<file path="config.mk">
export PLATFORM = sky130hd
export DESIGN_NAME = key_combo_rst
export DESIGN_NICKNAME = d
export VERILOG_FILES = /design/src/rtl/krg_pkg.sv /design/src/rtl/krg_ctrl.sv /design/src/rtl/krg_dp.sv /design/src/rtl/key_combo_rst.sv
export SDC_FILE = /design/constraint.sdc
export NUM_CORES = 1
export LEC_CHECK = 0
export BUFFER_PORTS_ARGS = -buffer_cell sky130_fd_sc_hd__buf_2
export CORE_ASPECT_RATIO = 0.9
export CORE_UTILIZATION = 45
export DETAILED_ROUTE_END_ITERATION = 7
export GPL_TIMING_DRIVEN = 0
export HOLD_SLACK_MARGIN = 0.05
export PLACE_DENSITY = 0.68
export REMOVE_ABC_BUFFERS = 1
export SLEW_MARGIN = 20
export SYNTH_ARGS = -nofsm -noshare
export SYNTH_HDL_FRONTEND = slang
export SYNTH_SLANG_ARGS = --single-unit
</file>
<file path="constraint.sdc">
create_clock -name clk -period 4.1 [get_ports clk]
set_input_delay 0.82 -clock clk [delete_from_list [all_inputs] [get_ports clk]]
set_output_delay 0.82 -clock clk [all_outputs]
set_load 0.05 [all_outputs]
</file>
<file path="src/rtl/krg_pkg.sv">
package krg_pkg;
  localparam int SLOT_W = 8;

  typedef struct packed {
    logic clrCnt;
    logic incCnt;
    logic fire;
  } krg_strobe_t;
endpackage

</file>
<file path="src/rtl/krg_ctrl.sv">
module krg_ctrl
  import krg_pkg::*;
#(
  parameter int NUM_SLOTS = 3,
  parameter int CODE_W    = 7,
  parameter int CNT_W     = 16,
  localparam int NUM_CODES = 2 ** CODE_W,
  localparam int SW        = CODE_W + 1
) (
  input  logic                   clk,
  input  logic                   rstN,
  input  logic [NUM_CODES-1:0]   evActive,
  input  logic [NUM_SLOTS*SW-1:0] slotCfg,
  input  logic [CNT_W-1:0]       holdCnt,
  input  logic [CNT_W-1:0]       curCnt,
  output krg_strobe_t            strb
);
  logic [NUM_SLOTS-1:0] slotUsed;
  logic [NUM_SLOTS-1:0] slotHit;
  logic                 comboMatch;
  logic [CNT_W-1:0]     holdEff;
  logic [CNT_W:0]       nextCnt;

  for (genvar s = 0; s < NUM_SLOTS; s++) begin : g_slot
    logic [SW-1:0] slotVal;
    assign slotVal    = slotCfg[s*SW +: SW];
    assign slotUsed[s] = |slotVal;
    assign slotHit[s]  = (evActive[slotVal[CODE_W-1:0]] == slotVal[CODE_W]);
  end

  always_comb begin
    comboMatch = (|slotUsed) && (&(slotHit | ~slotUsed));
    holdEff    = (holdCnt == '0) ? CNT_W'(1) : holdCnt;
    nextCnt    = {1'b0, curCnt} + (CNT_W + 1)'(1);
    strb.clrCnt = !comboMatch;
    strb.incCnt = comboMatch && (curCnt < holdEff);
    strb.fire   = comboMatch && (nextCnt >= {1'b0, holdEff});
  end

  // with no used slot, the control must never request a fire
  a_r3_no_slot_no_fire: assert property (@(posedge clk) disable iff (!rstN)
    (slotCfg == '0) |-> !strb.fire);

  // a fire request only comes while the combination holds
  a_r4_fire_needs_match: assert property (@(posedge clk) disable iff (!rstN)
    strb.fire |-> !strb.clrCnt);
endmodule

</file>
<file path="src/rtl/krg_dp.sv">
module krg_dp
  import krg_pkg::*;
#(
  parameter int CNT_W = 16
) (
  input  logic             clk,
  input  logic             rstN,
  input  krg_strobe_t      strb,
  output logic [CNT_W-1:0] cnt,
  output logic             fired
);
  always_ff @(posedge clk) begin
    if (!rstN) begin
      cnt   <= '0;
      fired <= 1'b0;
    end else begin
      if (strb.clrCnt)      cnt <= '0;
      else if (strb.incCnt) cnt <= cnt + CNT_W'(1);
      fired <= strb.fire;
    end
  end

  // a broken combination leaves the hold count at zero
  a_r6_clear_zero: assert property (@(posedge clk) disable iff (!rstN)
    strb.clrCnt |=> (cnt == '0));

  // a broken combination drops the key-path reset on the next edge
  a_r7_drop_next: assert property (@(posedge clk) disable iff (!rstN)
    strb.clrCnt |=> !fired);

  // the key-path reset follows the fire request one edge later
  a_r5_fire_follow: assert property (@(posedge clk) disable iff (!rstN)
    strb.fire |=> fired);
endmodule

</file>
<file path="src/rtl/key_combo_rst.sv">
module key_combo_rst
  import krg_pkg::*;
#(
  parameter int CODE_W = 7,
  parameter int CNT_W  = 16,
  parameter int SEL_W  = 3,
  parameter logic [(2**SEL_W)*CNT_W-1:0] HOLD_TABLE =
    {16'd16, 16'd12, 16'd8, 16'd6, 16'd4, 16'd3, 16'd2, 16'd1},
  localparam int NUM_CODES = 2 ** CODE_W,
  localparam int SW        = CODE_W + 1,
  localparam int SLOTS_A   = 3,
  localparam int SLOTS_B   = 2
) (
  input  logic                    clk,
  input  logic                    rstN,
  input  logic [NUM_CODES-1:0]    evActive,
  input  logic [SLOTS_A*SW-1:0]   trigSlotsA,
  input  logic [SLOTS_B*SW-1:0]   trigSlotsB,
  input  logic [SEL_W-1:0]        holdSel,
  input  logic                    polA,
  input  logic                    polB,
  input  logic                    passEn,
  input  logic                    extRstN,
  output logic                    rstAOut,
  output logic                    rstBOut
);
  logic [CNT_W-1:0] holdCnt;
  krg_strobe_t      strbA, strbB;
  logic [CNT_W-1:0] cntA, cntB;
  logic             firedA, firedB;
  logic             assertA;

  assign holdCnt = HOLD_TABLE[int'(holdSel)*CNT_W +: CNT_W];

  krg_ctrl #(.NUM_SLOTS(SLOTS_A), .CODE_W(CODE_W), .CNT_W(CNT_W)) u_ctrlA (
    .clk(clk), .rstN(rstN), .evActive(evActive), .slotCfg(trigSlotsA),
    .holdCnt(holdCnt), .curCnt(cntA), .strb(strbA));

  krg_dp #(.CNT_W(CNT_W)) u_dpA (
    .clk(clk), .rstN(rstN), .strb(strbA), .cnt(cntA), .fired(firedA));

  krg_ctrl #(.NUM_SLOTS(SLOTS_B), .CODE_W(CODE_W), .CNT_W(CNT_W)) u_ctrlB (
    .clk(clk), .rstN(rstN), .evActive(evActive), .slotCfg(trigSlotsB),
    .holdCnt(holdCnt), .curCnt(cntB), .strb(strbB));

  krg_dp #(.CNT_W(CNT_W)) u_dpB (
    .clk(clk), .rstN(rstN), .strb(strbB), .cnt(cntB), .fired(firedB));

  assign assertA = firedA | (passEn & ~extRstN);
  assign rstAOut = polA ? assertA : ~assertA;
  assign rstBOut = polB ? firedB : ~firedB;

  // pin low with pass-through enabled forces channel A active
  a_r9_pass_forces: assert property (@(posedge clk) disable iff (!rstN)
    (passEn && !extRstN) |-> (rstAOut == polA));

  // an all-zero channel A stays quiet on the key path
  a_r3_idle_channel: assert property (@(posedge clk) disable iff (!rstN)
    (trigSlotsA == '0) |=> !firedA);
endmodule

</file>
* Yosys cells after proc, flatten, opt, wreduce, memory -nomap -nowiden
Cells that the tools add are included.
** Storage, ports and cells
- Flip-flop bits (word level) :: 34
- Bits of input ports :: 177
- Output and inout bits :: 2
- Word-level logic and storage cells :: 63
** Cells by class
- Add/subtract/negate cells :: 4
- $lt $le $gt $ge :: 9
- Equality and inequality tests :: 5
- Shifts and indexed selects :: 1
- Mux-type cells :: 13
- Bitwise gates (word level) :: 9
- Reduce and logical (&&, ||, !) cells :: 18
** Operators with widths (count)
- 128-bit by 8-bit variable part select with 16-bit output, first input constant :: 1
- 7-bit by 8-bit less-than comparator with 1-bit output, second input constant :: 5
- 8-bit OR reduction :: 5
- 1-bit binary-select mux with 7-bit select :: 5
- 16-bit by 1-bit adder with 17-bit output, second input constant :: 2
- 17-bit by 16-bit greater-or-equal comparator with 1-bit output :: 2
- 16-bit by 1-bit adder with 16-bit output, second input constant :: 2
- 16-bit less-than comparator :: 2
- 24-bit OR reduction :: 1
- 16-bit zero test :: 1
- 16-bit two-way mux :: 1
- 16-bit OR reduction :: 1
- 1-bit two-way mux :: 7
- 1-bit logical AND :: 6
- 2-bit AND reduction :: 3
- 1-bit == test :: 5
- 1-bit inverter :: 3
- 3-bit inverter :: 1
- 3-bit OR :: 1
- 3-bit AND reduction :: 1
- 2-bit inverter :: 1
- 2-bit OR :: 1
- 1-bit bitwise AND :: 1
- 1-bit OR :: 1

* Logic depth before layout (Yosys ltp)
- Depth after elaboration :: 7
- Depth in mapped cells :: 12
- Gate-level depth less buffers :: 12

* Cells and area by module
Synthesis repeated with hierarchy kept, for this count alone.
** Second synthesis, totals
- Cells, all modules :: 981
- Area total of the unflattened synthesis :: 9367.7 um^2
** By module, submodules not included
- krg_ctrl at u_ctrlA :: times used 1, cells each 434, area each 4408.0 um^2
- krg_ctrl at u_ctrlB :: times used 1, cells each 362, area each 3369.5 um^2
- krg_dp :: times used 2, cells each 84, area each 734.5 um^2
- key_combo_rst :: times used 1, cells each 17, area each 121.4 um^2

* Worst setup path after synthesis
Ideal clock, no wire load.
- Kind :: in2reg
- Start :: input port trigSlotsA[18]
- End :: register u_dpA.cnt[5]
- Setup time :: 0.117 ns
- Data arrival time :: 3.237 ns
- Required time :: 3.983 ns
- Setup slack :: 0.746 ns
- Cell stages on the path :: 12
- Path buffers :: 4
- Path through :: clkbuf_1 > buf_2 > buf_2 > mux4_2 > mux2i_1 > nand2_1 > a32oi_1 > o21ai_0 > or2_2 > o2111ai_1 > buf_4 > nor2_1
** On the way
- Longest elaborated chain between the ends :: 7
** Ends and longest elaborated chain
- start, declared :: line key_combo_rst.sv:17 : input logic [SLOTS_A*SW-1:0] trigSlotsA,
- 1-bit binary-select mux with 7-bit select :: line krg_ctrl.sv:28 : assign slotHit[s] = (evActive[slotVal[CODE_W-1:0]] == slotVal[CODE_W]);
- 1-bit two-way mux (implied by the code) :: line krg_ctrl.sv:28
- 1-bit == test :: line krg_ctrl.sv:28
- 3-bit OR :: line krg_ctrl.sv:32 : comboMatch = (|slotUsed) && (&(slotHit | ~slotUsed));
- 3-bit AND reduction :: line krg_ctrl.sv:32
- 1-bit logical AND (*) :: line krg_ctrl.sv:32
- 2-bit AND reduction (no line) or 1-bit logical AND (tied branches)
- end signal, assigned :: line krg_dp.sv:18 : else if (strb.incCnt) cnt <= cnt + CNT_W'(1);
- end, declared :: line krg_dp.sv:9 : output logic [CNT_W-1:0] cnt,
Mark *: on every way between the ends. The rest lies on a longest branch, timed or not. The select of a mux whose other input is x is not followed.
A chain may end at the register's enable or synchronous reset.

* Final worst setup path
- Start :: input port trigSlotsA[18]
- End :: register u_dpA.cnt[4]
Same word-level chain as after synthesis.

==> results.py <==
metrics = {
    "status": {
        "status": "completed",
    },
    "sta": {
        "fin_crit_sh": 0.933,
        "relSlewSlack": 0.308,
        "fmax_ghz": 0.261,
        "setup_viol": 0,
        "rsz0062_at_grt": "no",
        "post-route-min-period_ns": 3.83,
        "hold_ws_ns": 0.451,
        "tightest_slew_ns": 1.04,
        "worst_slack_ns": 0.274,
        "skew_ns": 0.00470,
        "final_hold_viol_count": 0,
        "drv_slew": 0,
        "fin_tns_setup_ns": 0,
    },
    "floorplanning": {
        "rows": 45,
        "boundaryPins": 179,
        "core_um2": 17100,
        "initial_core_util": 0.467,
        "die_w_um": 142,
        "die_h_um": 128,
        "dieArea_um2": 18200,
    },
    "logic_synthesis": {
        "async_reset_ff_frac": 0,
        "synth.avg_cell_area_um2": 9.92,
        "synth.most_common_cell": "mux4_2",
        "ys_ff_latch": 34,
        "ys_types": 71,
        "yosys.area.top_type": "mux4_2",
        "ys_top_cells_by_area": "mux4_2 31%, mux2i_1 11%, dfxtp_1 8.5%, mux4_1 5.6%, ha_1 3.8%",
        "synth_area_um2": 7960,
        "synth_commonest_cells": "109 x mux4_2, 88 x mux2i_1, 53 x nor2_1",
        "yosysSeqAreaShare": 0.0855,
        "synth-edff-count": 0,
        "synthFlopType": "dfxtp_1",
        "netlist.area_leader.share": 0.308,
        "netlist_instances": 803,
        "yosys_warnings": 0,
    },
    "grt": {
        "grt_max_degree": 50,
        "antenna_found_initial": 1,
        "overflow": 0,
        "grt_pass1_wl_mm": 42.6,
        "track_usage": 0.307,
        "first_global_vias": 7311,
    },
    "clock_tree": {
        "clock-sinks": 34,
        "cts.clk_slew.worst_paths_ns": 0.06,
        "clock_path_buffers": 2,
        "post-cts-setup-buffers": 0,
        "cts_inserted_buffers": 5,
        "htree_levels": 2,
        "root_buffer": "clkbuf_16",
        "cts_tree": "built",
        "insertion_delay_ns": 0.28,
    },
    "route": {
        "drt_iter0_drc": 937,
        "via_per_inst": 7.07,
        "wirelength_mm": 27.9,
        "wl_per_cell_um": 24.1,
        "drc_errors": 0,
        "vias": 8199,
        "detail-route-antenna-nets": 0,
        "firstDrtPassIters": 5,
    },
    "critical_path": {
        "criticalPathCategory": "input pin to flip-flop",
        "worstPathArrival_ns": 3.95,
        "critPathMaxFanout": 49,
        "crit_required_ns": 4.23,
        "critical_path.endpoint_type": "flip-flop",
        "worstSetupStartpoint": "trigSlotsA[18]",
        "r2r_start": "u_dpB.cnt[1]",
        "cp-start-kind": "input pin",
    },
    "place": {
        "pre_cts_ws_ns": -0.166,
        "io_buffers": 178,
        "gp_congestion": 0.972,
        "hpwl_mm": 20.6,
    },
    "power_and_ir_drop": {
        "p_total_mw": 1.64,
        "powerDensity_nw_per_um2": 182,
        "total_leakage_power_nw": 3.59,
        "max-vdd-ir-drop_mv": 0.218,
    },
    "finish": {
        "fillCellCount": 1584,
        "final_layout_size_suffix_gt1_frac": 0.346,
        "area.growth.synth_to_final_pct": 13.2,
        "finalNetCount": 1123,
    },
    "hold_path": {
        "hold_path.startpoint": "u_dpB.cnt[14]",
        "hold_class": "flip-flop to flip-flop",
    },
    "run": {
        "cap_violations": 0,
    },
}
area by class of cell:
type / instances / area [um2] / share of cell area
well taps: 235 / 294 / 0.0326
flip-flops and latches: 34 / 681 / 0.0755
inverters: 26 / 97.6 / 0.0108
clock buffers: 7 / 143 / 0.0158
diodes: 1 / 2.50 / 0.000278
repair buffers: 179 / 921 / 0.102
clock inverters: 1 / 5.00 / 0.000555
multi-input cells: 676 / 6870 / 0.762
final timing paths:
path / end / slack, ns / cells after the start
max reg2reg: u_dpB.cnt[3] / 1.81 / 9
min reg2reg: u_dpB.cnt[14] / 0.45 / 2
min: u_dpB.cnt[14] / 0.45 / 2
max: u_dpA.cnt[4] / 0.27 / 9
metrics by stage:
step | std cells | area [um2] | util
6_report | 1159 | 9010 | 0.528
5_1_grt | 1158 | 9010 | 0.528
4_1_cts | 1157 | 8970 | 0.526
3_5_place_dp | 1149 | 8820 | 0.517
3_3_place_gp | 1149 | 8800 | 0.516
2_1_floorplan | 736 | 7610 | -
flip-flops by register name, indices dropped and copies added, names as in the netlist:
| signal | flops |
|---|---|
| u_dpA.cnt | 16 |
| u_dpA.fired | 1 |
| u_dpB.cnt | 16 |
| u_dpB.fired | 1 |
kinds of logic after synthesis:
| kind of cell | share of synthesized area |
|---|---|
| AND/OR/NAND/NOR | 0.163 |
| adder cells (fa/ha/maj) | 0.0377 |
| flip-flops | 0.0855 |
| multiplexers | 0.494 |
| AO/OA/AOI/OAI | 0.139 |
| XOR/XNOR | 0.0242 |
| buffers and inverters | 0.0561 |
critical path, cell delays in order:
cell	delay (ns)
buf_4	0.59
mux2_2	0.41
a222oi_1	0.45
a31oi_1	0.14
a32oi_1	0.22
o21ai_0	0.19
or2_2	0.31
o2111ai_2	0.64
nor2_1	0.12
cell usage in the layout, fill, tap and decap left out, types with 3 or more instances in the layout:
| master | netlist | routed |
|---|---|---|
| buf_4 | 3 | 4 |
| dfxtp_1 | 34 | 34 |
| a22o_1 | 4 | 4 |
| nor3_1 | 6 | 6 |
| a22oi_1 | 20 | 20 |
| a21oi_1 | 18 | 18 |
| o22ai_1 | 17 | 17 |
| nor4_1 | 19 | 19 |
| clkbuf_16 | 0 | 5 |
| o21ai_0 | 25 | 25 |
| mux2_2 | 12 | 12 |
| o21a_1 | 3 | 3 |
| o31ai_1 | 4 | 4 |
| ha_1 | 24 | 24 |
| mux4_2 | 109 | 109 |
| a32oi_1 | 4 | 4 |
| nand2b_1 | 12 | 12 |
| mux4_1 | 17 | 17 |
| nor4b_1 | 10 | 10 |
| and2_1 | 7 | 7 |
| buf_2 | 30 | 174 |
| xnor2_1 | 11 | 11 |
| a2111oi_0 | 3 | 3 |
| nand4_1 | 10 | 10 |
| nor2_1 | 53 | 53 |
| a311oi_1 | 3 | 3 |
| xor2_1 | 11 | 11 |
| or3_1 | 5 | 5 |
| nand3_1 | 38 | 38 |
| inv_1 | 24 | 24 |
| a31oi_1 | 8 | 8 |
| nand2_1 | 46 | 46 |
| mux2i_1 | 88 | 87 |
| a211oi_1 | 8 | 8 |
| nand3b_1 | 4 | 4 |
| and3_1 | 10 | 10 |
| o221ai_1 | 7 | 7 |
| nor2b_1 | 17 | 17 |
| o211ai_1 | 6 | 6 |
| a41oi_1 | 4 | 3 |
layer usage:
layer  up-vias  wire length, um  GRT usage
met4         0              814     0.0980
met1      3932            10900      0.435
li1       3553                -          -
met5         -                0          0
met3        87             3740     0.0740
met2       627            12400      0.458
timing repair:
item | CTS | global route
hold buffers | 0 | 0
endpoints found under the setup margin | 0 | 12
resized for setup | 0 | 2
report_power, final:
part	switching [mW]	internal, mW
registers	0.00333	0.334
clock network	0.135	0.241
logic	0.499	0.424
No activity file was read; power rests on OpenSTA's default activity.
